**src/rtl/sarp_pkg.sv**
```systemverilog
package sarp_pkg;

  typedef enum logic [1:0] {
    ST_IDLE  = 2'd0,
    ST_CONV  = 2'd1,
    ST_READY = 2'd2,
    ST_SHIFT = 2'd3
  } port_state_e;

  // True in the last cycle of a window of lim cycles counted from zero.
  function automatic logic window_end(input int unsigned cnt, input int unsigned lim);
    return cnt == lim - 1;
  endfunction

  // Bit of a word at a given position, counting from the LSB.
  function automatic logic word_bit(input logic [31:0] word, input int unsigned pos);
    return word[pos[4:0]];
  endfunction

endpackage

```
**src/rtl/sarp_shift.sv**
```systemverilog
module sarp_shift
  import sarp_pkg::*;
#(
  parameter int WORD_W = 16
) (
  input  logic              clk,
  input  logic              rst_n,
  input  logic              load_i,
  input  logic [WORD_W-1:0] sample_i,
  input  logic              first_i,
  input  logic              step_i,
  output logic              bit_o,
  output logic              last_o
);
  localparam int IW = (WORD_W > 1) ? $clog2(WORD_W) : 1;
  logic [WORD_W-1:0] word_q;
  logic [IW-1:0]     idx_q;
  logic [31:0]       word_ext;

  always_ff @(posedge clk) begin
    if (!rst_n)      word_q <= '0;
    else if (load_i) word_q <= sample_i;
  end

  always_ff @(posedge clk) begin
    if (!rst_n)       idx_q <= '0;
    else if (first_i) idx_q <= IW'(WORD_W - 1);
    else if (step_i)  idx_q <= idx_q - 1'b1;
  end

  assign word_ext = 32'(word_q);
  assign bit_o    = word_bit(word_ext, int'(idx_q));
  assign last_o   = (idx_q == '0);
endmodule

```
**config.mk**
```make
export PLATFORM = sky130hd
export DESIGN_NAME = sarp_shift
export DESIGN_NICKNAME = d
export VERILOG_FILES = /design/src/rtl/sarp_pkg.sv /design/src/rtl/sarp_shift.sv
export SDC_FILE = /design/constraint.sdc
export NUM_CORES = 1
export LEC_CHECK = 0
export ABC_AREA = 1
export BUFFER_PORTS_ARGS = -buffer_cell sky130_fd_sc_hd__buf_2
export CORE_ASPECT_RATIO = 1.4
export CORE_MARGIN = 3
export CORE_UTILIZATION = 40
export CTS_CLUSTER_SIZE = 16
export DETAILED_ROUTE_END_ITERATION = 7
export HOLD_SLACK_MARGIN = 0.05
export PLACE_DENSITY = 0.72
export SLEW_MARGIN = 20
export SYNTH_ARGS = -nofsm -noshare
export SYNTH_HDL_FRONTEND = slang
export SYNTH_SLANG_ARGS = --single-unit
```
**constraint.sdc**
```tcl
create_clock -name clk -period 2.04 [get_ports clk]
set_input_delay 0.408 -clock clk [delete_from_list [all_inputs] [get_ports clk]]
set_output_delay 0.408 -clock clk [all_outputs]
set_load 0.03 [all_outputs]
```
# Word level (Yosys, flattened, before mapping)
# Index checks and enable logic that the tools add are counted.
# totals
regBits,20
inputBits,21
out_inout_bits,2
# classes
add_sub_neg,1
n_lt_le_gt_ge,1
n_mux,4
reduce_logical,2
# ops
operator,n
two-way mux 4 bit,2
less-than comparator 4 x 6 -> 1 bit (second input constant),1
binary-select mux 1 bit (select 4 bit),1
logical NOT 4 bit,1
subtractor 4 x 1 -> 4 bit (second input constant),1
nonzero test 2 bit,1
two-way mux 1 bit,1

# Longest topological paths before layout
# Gate-level depths: netlist of the first run.
# depth
ltp_word,3
depth_mapped,7
depth_no_buf,7

# Least setup slack after synthesis of the first run
# No wires, ideal clock.
# synth_timing
path_kind,reg-to-output
startpoint,register idx_q[1]
endpoint,output last_o
t_arrival_ns,1.070
setup_slack_ns,0.562
path_stages_with_launch,5
path_buffers,0
cell_sequence,dfxtp_1 inv_1 ha_1 nand2_1 nor2_1
# synth_via
elab_chain_cells,1
# synth_rtl
element,line_no,text
"start, declared",sarp_shift.sv:17,logic [IW-1:0] idx_q;
"start signal, assigned",sarp_shift.sv:27,else if (first_i) idx_q <= IW'(WORD_W - 1);
"start signal, assigned",sarp_shift.sv:28,else if (step_i) idx_q <= idx_q - 1'b1;
logical NOT 4 bit,sarp_shift.sv:33,assign last_o = (idx_q == '0);
"end, declared",sarp_shift.sv:13,output logic last_o
# Every way passes these cells.

# Worst setup path after layout of the first run
# layout_timing
startpoint,register idx_q[0]
endpoint,output bit_o
# layout_via
elab_chain_cells,2
# layout_rtl
element,line_no,text
binary-select mux 1 bit (select 4 bit),sarp_pkg.sv:17,return word[pos[4:0]];
two-way mux 1 bit (implied by the code),sarp_pkg.sv:17,
"end, declared",sarp_shift.sv:12,"output logic bit_o,"
# Every way passes these cells. The select of a mux whose other input is x is not followed.

==> results by group, run 1 <==
Status
  – Outcome: finished, final reports clean

Timing
  – Setup repair after global routing missed its margin: no
  – Slew @ Worst Pin: around 0.29 ns
  – Final setup violation count: 0
  – FMAX: 542 MHz
  – Setup TNS: 0 ns
  – Final Max Slew Viols: 0
  – Rel. slew slack: 80.6%
  – Final hold slack: 0.325 ns
  – Minimum clock period: 1.84 ns
  – Final hold violation count: 0
  – Fin crit share: 90.4%
  – Clock skew: 0.00130 ns
  – Setup ws final: 0.196 ns

Finish
  – Filler cells: 241
  – Commonest non-fill, non-tap cell in the layout: inv_1
  – Diodes inserted: 0
  – Most frequent cells in the layout: inv_1 (23), nand2_1 (22), buf_2 (22)
  – Final Non-Filler Cells: 176
  – Final #Nets: 178
  – Area Overhead vs Synth: 15.6%
  – Layout cells sized above 1: 20.8%

Power
  – Pwr dens: between 700 and 800 nW/µm²
  – Peak supply drop: 0.000403 V
  – P_leak: 0.526 nW

Worst setup path
  – CP top delay family: flip-flops
  – Worst EP required: 1.63 ns
  – Nature of the critical path startpoint: flip-flop
  – Delay of the slowest critical-path stage: 0.44 ns
  – Critical Path Most Common Cell: nand3_1
  – CP Capture Type: output port
  – WP buf/inv: 2
  – Crit path DAT: 1.44 ns
  – CP Class: flip-flop to output port
  – Crit Path Max Fanout: 10
  – Worst-path cell chain: buf_4 -> nand2_1 -> nand3_1 -> nand3_1 -> nand3_1 -> nand2_1 -> buf_2
  – Crit-path slowest cell: dfxtp_2

Logic synthesis
  – Post-Syn Instances: 132
  – Synth Area in Compound Gates: between 20% and 30%
  – Post-synthesis xor/xnor area fraction: 0%
  – Mux contribution to synthesized area: 0%
  – Synth warn: 0
  – Synth area leader: dfxtp_1
  – Synth cell types: 18
  – Register area share after synthesis: 43.4%
  – Synth Area in Simple Gates: 20.3%
  – Mean post-synth cell area: approximately 7.0 µm²
  – Main combinational cell family by area after synthesis: compound AO/OA/AOI/OAI gates
  – Synth Cell Area: 923 µm²
  – Top cells by area, synth: dfxtp_1 (43%), o21ai_0 (11%), inv_1 (9.3%), nand2_1 (8.9%), a21oi_1 (8.7%)
  – Synthesized net count: between 150 and 200
  – Adder-cell share of the synthesized area: 1.36%
  – Top-area cell type share of the netlist area: a little over two fifths
  – #FFs+latches synth: 20

Die
  – Initial Utilization: 42.4%
  – Io pins: 23
  – Die H: 62.9 µm
  – Core Area: 2180 µm²
  – Cell Rows: 20
  – Die width: between 40 and 50 µm
  – Full die area: 2930 µm²

Run
  – Max-cap viol count: 0

Global routing
  – First-pass GRT wire length: 3240 µm
  – Largest net degree at the start of global routing: 27
  – Number of global-route vias before repair: 797
  – Total track usage: 15.1%
  – Antenna violations before repair: 0
  – Gr ovfl total: 0

Clock network
  – Sink Count: 20
  – Clk Latency, worst-skew pair: 0.30 ns
  – CTS Hold Buffers Added: 0
  – CTS clk-pin slew, worst paths: 0.11 ns
  – Clk buf depth: 2
  – CTS tree: done
  – H-tree levels: 1
  – CTS Buf Count: 3
  – CTS Root Cell: clkbuf_4

Detailed routing
  – DRC Markers: 0
  – Post-route ant nets: 0
  – WL/cell: 11.0 µm
  – DR iter-0 viols: 25
  – Via count: 904
  – Via/cell ratio: roughly 5.1
  – Final WL: 1930 µm
  – DRT Pass-1 Iters: 4

Placement
  – GP Congestion: 0.908
  – Placed insts: between 150 and 200
  – Pre-CTS setup slack: 0.413 ns
  – # port buffers: 22
  – Final HPWL DP: ~1500 µm

Min path
  – HP Class: input pin to flip-flop
==> cell families after synthesis <==
| kind of cell | Yosys count |
|---|---|
| simple gates | 43 |
| buf+inv | 29 |
| flops | 20 |
| compound gates | 39 |
| fa+ha+maj | 1 |
==> final timing paths <==
path | depth (start not counted) | endpoint | startpoint | slack [ns]
worst max-delay path | 7 | bit_o | idx_q[0]$_SDFFE_PN0P_ | 0.20
worst min-delay path | 3 | word_q[11]$_SDFFE_PN0P_ | sample_i[11] | 0.32
worst max register to register | 5 | idx_q[1]$_SDFFE_PN0P_ | idx_q[1]$_SDFFE_PN0P_ | 0.87
worst min register to register | 2 | word_q[8]$_SDFFE_PN0P_ | word_q[8]$_SDFFE_PN0P_ | 0.47
==> tightest hold or removal path, stage by stage <==
cell	delay (ns)
buf_2	0.08
nor2_1	0.03
nor2_1	0.08
==> sequential cells by signal, indices dropped and copies added, names as in the netlist <==
register / flops
word_q: 16
idx_q: 4
==> power breakdown <==
group / leakage (nW) / internal [mW] / switching, mW
logic: 0.345 / 0.0586 / 0.0889
registers: 0.167 / 0.419 / 0.0168
clock network: 0.0138 / 0.0689 / 0.117
total: 0.526 / 0.547 / 0.222
==> stage by stage <==
| stage | power (mW) | utilization (%) | instance area, µm² |
|---|---|---|---|
| 2_1_floorplan | 0.547 | - | 923 |
| 4_1_cts | 0.775 | 49.0 | 1070 |
| 6_report | 0.769 | 49.0 | 1070 |
| 3_3_place_gp | 0.588 | 47.9 | 1040 |
| 3_5_place_dp | 0.592 | 47.9 | 1040 |
| 5_1_grt | 0.814 | 49.0 | 1070 |
==> cell type report <==
cell class / count / area (µm²) / share of cell area [%]
inverters: 24 / 90.1 / 8.44
flip-flops and latches: 20 / 402 / 37.6
multi-input cells: 83 / 400 / 37.5
well taps: 22 / 27.5 / 2.58
repair buffers: 24 / 125 / 11.7
clock buffers: 3 / 22.5 / 2.11
==> synthesized netlist by cell type <==
library cell	instances
a31oi_1	1
nand2_1	22
nand3_1	13
nor2_4	1
o21ai_0	20
o21ai_2	1
ha_1	1
o21ai_1	1
inv_2	1
nand2_2	1
buf_6	1
nor2_1	6
inv_1	23
buf_2	2
clkbuf_1	1
dfxtp_1	20
buf_4	1
a21oi_1	16
==> metal layers <==
layer	global-route usage [%]	wire (µm)	part of all wire [%]
met3	2.59	73	3.8
met1	16.3	773	40
met5	0	0	0
met4	11.0	82	4.3
met2	24.7	999	52
==> what timing repair did <==
action / in CTS / in global routing
endpoints found under the setup margin: 0 / 1
gates resized for setup: 0 / 1
buffers inserted: 0 / 0
(Power assumes the default switching activity.)
==> run 2: changes to the inputs <==
--- a/config.mk
+++ b/config.mk
@@ -8,11 +8,14 @@
 export ABC_AREA = 1
 export BUFFER_PORTS_ARGS = -buffer_cell sky130_fd_sc_hd__buf_2
+export CAP_MARGIN = 20
+export CELL_PAD_IN_SITES_DETAIL_PLACEMENT = 1
+export CELL_PAD_IN_SITES_GLOBAL_PLACEMENT = 2
 export CORE_ASPECT_RATIO = 1.4
 export CORE_MARGIN = 3
-export CORE_UTILIZATION = 40
+export CORE_UTILIZATION = 29
 export CTS_CLUSTER_SIZE = 16
 export DETAILED_ROUTE_END_ITERATION = 7
 export HOLD_SLACK_MARGIN = 0.05
-export PLACE_DENSITY = 0.72
+export PLACE_DENSITY = 0.89
 export SLEW_MARGIN = 20
 export SYNTH_ARGS = -nofsm -noshare
==> constraint.sdc (replaced) <==
create_clock -name clk -period 2.04 [get_ports clk]
set_input_delay 0.204 -clock clk [delete_from_list [all_inputs] [get_ports clk]]
set_output_delay 0.204 -clock clk [all_outputs]
set_load 0.03 [all_outputs]
==> run 2 against run 1 <==
- non-clock buffer count fell by 2
- first-iteration DRC count fell by 40%
- setup slack got worse by 0.020 ns
==> results by group, run 2 (synthesis results as in run 1) <==
Status
  – Outcome: finished, final reports clean (unchanged)

Worst setup path
  – Crit Path Max Fanout: 12 (was 10)
  – Worst EP required: 1.84 ns (was 1.63 ns)
  – Delay of the slowest critical-path stage: 0.62 ns (was 0.44 ns)
  – Worst-path cell chain: inv_2 -> nand2_1 -> nand3_1 -> nand3_1 -> nand3_1 -> nand2_1 -> buf_2 (was buf_4 -> nand2_1 -> nand3_1 -> nand3_1 -> nand3_1 -> nand2_1 -> buf_2)
  – WP buf/inv: 2 (unchanged)
  – Crit path from: idx_q[0]$_SDFFE_PN0P_ (unchanged)
  – Crit-path slowest cell: dfxtp_1 (was dfxtp_2)
  – Worst R2R Start: idx_q[0]$_SDFFE_PN0P_ (was idx_q[1]$_SDFFE_PN0P_)
  – CP top delay family: flip-flops (unchanged)
  – Crit path DAT: 1.66 ns (was 1.44 ns)
  – CP Class: flip-flop to output port (unchanged)
  – CP Capture Type: output port (unchanged)
  – Nature of the critical path startpoint: flip-flop (unchanged)
  – Critical Path Most Common Cell: nand3_1 (unchanged)

Clock network
  – Sink Count: 20 (unchanged)
  – CTS tree: done (unchanged)
  – Clk Latency, worst-skew pair: 0.25 ns (was 0.30 ns)
  – CTS Buf Count: 3 (unchanged)
  – CTS clk-pin slew, worst paths: 0.07 ns (was 0.11 ns)
  – Clk buf depth: 2 (unchanged)
  – H-tree levels: 1 (unchanged)
  – Post-CTS setup buffer count: 0 (unchanged)
  – CTS Root Cell: clkbuf_8 (was clkbuf_4)
  – PostCTS Resize Cnt: 0 (unchanged)
  – CTS Hold Buffers Added: 0 (unchanged)

Timing
  – Slew @ Worst Pin: 0.733 ns (was 0.291 ns)
  – Rel. slew slack: 51.1% (was 80.6%)
  – Fin crit share: 91.4% (was 90.4%)
  – Setup repair after global routing missed its margin: no (unchanged)
  – Setup TNS: 0 ns (unchanged)
  – Minimum clock period: 1.86 ns (was 1.84 ns)
  – Clock skew: 0.000482 ns (was 0.00130 ns)
  – Final hold violation count: 0 (unchanged)
  – FMAX: 537 MHz (was 542 MHz)
  – Final Max Slew Viols: 0 (unchanged)
  – Final setup violation count: 0 (unchanged)

Die
  – Io pins: 23 (unchanged)
  – Full die area: 3910 µm² (was 2930 µm²)
  – Die H: 72.8 µm (was 62.9 µm)
  – Core Area: 2960 µm² (was 2180 µm²)
  – Initial Utilization: 31.2% (was 42.4%)
  – Die width: 53.7 µm (was 46.6 µm)
  – Cell Rows: 23 (was 20)

Detailed routing
  – DRC Markers: 0 (unchanged)
  – Via/cell ratio: 4.59 (was 5.14)
  – Post-route ant nets: 0 (unchanged)
  – Final WL: 2180 µm (was 1930 µm)
  – WL/cell: 11.5 µm (was 11.0 µm)
  – DRT Pass-1 Iters: 4 (unchanged)
  – DR iter-0 viols: 15 (was 25)
  – Via count: 872 (was 904)

Placement
  – Final HPWL DP: 1670 µm (was 1500 µm)
  – GP Congestion: 0.778 (was 0.908)
  – # port buffers: 22 (unchanged)

Finish
  – Layout cells sized above 1: 19.6% (was 20.8%)
  – Filler cells: 386 (was 241)
  – Final #Nets: 176 (was 178)
  – Core Util, Final: 37.2% (was 49.0%)
  – Top flop regs: word_q x16, idx_q x4 (unchanged)
  – Area of the multi-input gates: 400 µm² (unchanged)
  – Most frequent cells in the layout: inv_1 (23), nand2_1 (22), buf_2 (22) (unchanged)
  – Sequential cell area: 400 µm² (was 402 µm²)
  – Register with the most flip-flops: word_q (unchanged)
  – Area Overhead vs Synth: 19.4% (was 15.6%)
  – Max reg flops: 16 (unchanged)
  – Commonest non-fill, non-tap cell in the layout: inv_1 (unchanged)
  – Diodes inserted: 0 (unchanged)

Power
  – P_leak: 0.531 nW (was 0.526 nW)
  – Peak supply drop: 0.000293 V (was 0.000403 V)
  – Pwr dens: 801 nW/µm² (was 721 nW/µm²)

Min path
  – HP Class: input pin to flip-flop (unchanged)
  – Min-delay src: sample_i[11] (unchanged)

Global routing
  – Gr ovfl total: 0 (unchanged)
  – First-pass GRT wire length: 3720 µm (was 3240 µm)
  – Largest net degree at the start of global routing: 31 (was 27)
  – Antenna violations before repair: 0 (unchanged)
  – Number of global-route vias before repair: 862 (was 797)
  – Total track usage: 12.7% (was 15.1%)

Run
  – Max-cap viol count: 0 (unchanged)
[run 2: cell types whose count changed in the layout (fill, tap and decap cells not counted), sizes merged]
cell / delta
buf: -2
clkbuf: +1
[run 2: cell type report]
type | count | area share (%)
flip-flops and latches | 20 | 36.3
multi-input cells | 83 | 36.3
repair buffers | 22 | 9.99
inverters | 24 | 8.17
well taps | 37 | 4.20
clock buffers | 4 | 4.99
[run 2: worst paths after layout]
kind	to	slack, ns	depth (start not counted)
setup / recovery	bit_o	0.18	7
hold / removal	word_q[11]$_SDFFE_PN0P_	0.17	3
setup reg to reg	idx_q[2]$_SDFFE_PN0P_	0.62	7
hold reg to reg	word_q[3]$_SDFFE_PN0P_	0.46	2
[run 2: through the flow]
step / cells / hold WS (ns) / instance area [µm²] / setup slack (ns) / power (mW)
after global placement: 186 / 0.429 / 1050 / 0.540 / 0.587
after detailed placement: 186 / 0.440 / 1050 / 0.460 / 0.593
after CTS: 190 / 0.172 / 1100 / 0.131 / 0.895
after floorplan: 132 / 0.339 / 923 / 0.766 / 0.547
after global routing: 190 / 0.209 / 1100 / 0.0324 / 0.941
final: 190 / 0.173 / 1100 / 0.176 / 0.883
[run 2: worst reg2reg max path, stage by stage (launching register included)]
cell     delay [ns]
dfxtp_1        0.62
inv_2          0.16
ha_1           0.26
nand2_1        0.09
a21oi_1        0.06
o21ai_0        0.07
nand2_1        0.06
inv_1          0.05
[run 2: routing by layer]
metal	wire length [µm]	share of wire, %	global-route usage, %	vias up
met3	76	3.5	2.04	2
met5	0	0	0	-
met1	959	44	15.7	391
met2	1120	52	20.9	13
li1	-	-	-	466
met4	17	0.78	5.97	0
[run 2: power breakdown]
| group | total, mW | switching, mW | internal (mW) | leakage (nW) |
|---|---|---|---|---|
| sequential | 0.439 | 0.0204 | 0.419 | 0.167 |
| combinational | 0.143 | 0.0875 | 0.0557 | 0.335 |
| clock | 0.300 | 0.129 | 0.172 | 0.0288 |
==> run 3: changes to the inputs <==
PLACE_DENSITY = 0.85   (was 0.89)
==> run 3 against run 2 <==
- sequential power about the same
- first-iteration DRC count down 93%
- maximum frequency up 1.3%
- design area unchanged
- setup slack better by 0.024 ns
- combinational power about the same
- hold slack better by 0.0019 ns
- clock skew about the same
- critical endpoint unchanged
- largest cell class unchanged
- largest power group unchanged
==> results by group, run 3 (synthesis results as in run 1) <==
Finish
  – Area Overhead vs Synth: 19.4% (unchanged)
  – Register with the most flip-flops: word_q (unchanged)
  – Most frequent cells in the layout: inv_1 (23), nand2_1 (22), buf_2 (22) (unchanged)
  – Max reg flops: 16 (unchanged)
  – Final #Nets: 176 (unchanged)
  – Final Non-Filler Cells: 190 (unchanged)
  – Top flop regs: word_q x16, idx_q x4 (unchanged)
  – Commonest non-fill, non-tap cell in the layout: inv_1 (unchanged)
  – Diodes inserted: 0 (unchanged)
  – Layout cells sized above 1: 19.6% (unchanged)

Status
  – Outcome: finished, final reports clean (unchanged)

Detailed routing
  – Post-route ant nets: 0 (unchanged)
  – DR iter-0 viols: 1 (was 15)
  – DRC Markers: 0 (unchanged)
  – Via/cell ratio: 4.66 (was 4.59)
  – Via count: 885 (was 872)
  – WL/cell: 12.1 µm (was 11.5 µm)
  – Final WL: 2300 µm (was 2180 µm)
  – DRT Pass-1 Iters: 4 (unchanged)

Placement
  – Pre-CTS setup slack: 0.473 ns (was 0.460 ns)
  – # port buffers: 22 (unchanged)
  – Final HPWL DP: 1770 µm (was 1670 µm)
  – GP Congestion: 0.765 (was 0.778)
  – Placed insts: 186 (unchanged)

Min path
  – HP Class: input pin to flip-flop (unchanged)

Worst setup path
  – Crit path DAT: 1.64 ns (was 1.66 ns)
  – Worst EP required: 1.84 ns (about the same)
  – Nature of the critical path startpoint: flip-flop (unchanged)
  – Crit Path Max Fanout: 12 (unchanged)
  – CP Capture Type: output port (unchanged)
  – CP Class: flip-flop to output port (unchanged)

Global routing
  – First-pass GRT wire length: 3890 µm (was 3720 µm)
  – Total track usage: 13.3% (was 12.7%)
  – Gr ovfl total: 0 (unchanged)
  – Top Usage Layer GRT: met2 (unchanged)
  – Largest net degree at the start of global routing: 31 (unchanged)
  – Number of global-route vias before repair: 920 (was 862)
  – Met3 Track Usage GR: 2.45% (was 2.04%)
  – Grt met1 use: 16.3% (was 15.7%)
  – Antenna violations before repair: 0 (unchanged)
  – GRT met2 Usage: 22.0% (was 20.9%)

Timing
  – Minimum clock period: 1.84 ns (was 1.86 ns)
  – Final setup violation count: 0 (unchanged)
  – Fin crit share: 90.2% (was 91.4%)
  – Setup ws final: 0.200 ns (was 0.176 ns)
  – Final Max Slew Viols: 0 (unchanged)
  – FMAX: 543 MHz (was 537 MHz)
  – Clock skew: 0.000598 ns (was 0.000482 ns)
  – Final hold violation count: 0 (unchanged)
  – Slew @ Worst Pin: 0.746 ns (was 0.733 ns)
  – Setup TNS: 0 ns (unchanged)
  – Setup repair after global routing missed its margin: no (unchanged)
  – Rel. slew slack: 50.2% (was 51.1%)

Power
  – Sequential group share of total power: 49.6% (was 49.8%)
  – Switch share: 27.0% (was 26.8%)
  – Net Switching: 0.239 mW (was 0.237 mW)
  – Combinational power share: 16.4% (was 16.2%)
  – Pwr dens: 803 nW/µm² (was 801 nW/µm²)
  – Peak supply drop: 0.000307 V (was 0.000293 V)
  – P_int: 0.646 mW (about the same)
  – Clock share of power: 34.0% (about the same)
  – P_leak: 0.531 nW (unchanged)

Clock network
  – CTS clk-pin slew, worst paths: 0.07 ns (about the same)
  – H-tree levels: 1 (unchanged)
  – Post-CTS setup buffer count: 0 (unchanged)
  – CTS Root Cell: clkbuf_8 (unchanged)
  – PostCTS Resize Cnt: 0 (unchanged)
  – CTS Buf Count: 3 (unchanged)
  – CTS Hold Buffers Added: 0 (unchanged)
  – Clk buf depth: 2 (unchanged)
  – CTS tree: done (unchanged)
  – Clk Latency, worst-skew pair: 0.25 ns (about the same)
  – Sink Count: 20 (unchanged)

Die
  – Io pins: 23 (unchanged)
  – Full die area: 3910 µm² (unchanged)
  – Die width: 53.7 µm (unchanged)
  – Cell Rows: 23 (unchanged)
  – Die H: 72.8 µm (unchanged)
  – Core Area: 2960 µm² (unchanged)
  – Initial Utilization: 31.2% (unchanged)

Run
  – Max-cap viol count: 0 (unchanged)
==> run 3: final timing paths <==
check | from | depth (start not counted) | end | slack, ns
max | idx_q[0]$_SDFFE_PN0P_ | 7 | bit_o | 0.20
min reg2reg | word_q[7]$_SDFFE_PN0P_ | 2 | word_q[7]$_SDFFE_PN0P_ | 0.46
max reg2reg | idx_q[0]$_SDFFE_PN0P_ | 7 | idx_q[2]$_SDFFE_PN0P_ | 0.60
min | sample_i[11] | 3 | word_q[11]$_SDFFE_PN0P_ | 0.17
==> run 3: power by group through the flow <==
stage / Clock, mW / Combinational (mW) / Sequential [mW]
2_1_floorplan: 0 / 0.108 / 0.439
3_3_place_gp: 0 / 0.141 / 0.447
3_5_place_dp: 0 / 0.146 / 0.449
4_1_cts: 0.311 / 0.147 / 0.439
5_1_grt: 0.331 / 0.169 / 0.444
6_report: 0.301 / 0.145 / 0.439
==> run 3: worst max-delay path: stages (launching register included) <==
cell	delay, ns
dfxtp_1	0.62
inv_2	0.16
nand2_1	0.11
nand3_1	0.08
nand3_1	0.10
nand3_1	0.06
nand2_1	0.06
buf_2	0.19
==> run 3: routing by layer <==
layer | vias to the layer above | share of wire (%)
met2 | 14 | 50
met5 | - | 0
met3 | 2 | 3.4
met4 | 0 | 1.2
li1 | 466 | -
met1 | 403 | 45
==> run 3: per-stage QoR <==
stage	cell area (µm²)	hold WS, ns	util (%)	total power, mW
after CTS	1100	0.172	37.2	0.898
after global routing	1100	0.179	37.2	0.945
after floorplan	923	0.339	-	0.547
after global placement	1050	0.432	35.3	0.588
after detailed placement	1050	0.441	35.3	0.595
final	1100	0.175	37.2	0.885
==> run 3: cell type report <==
class	instances	area, µm²
fillers	407	1860
inverters	24	90.1
clock buffers	4	55.1
flip-flops and latches	20	400
well taps	37	46.3
multi-input cells	83	400
repair buffers	22	110
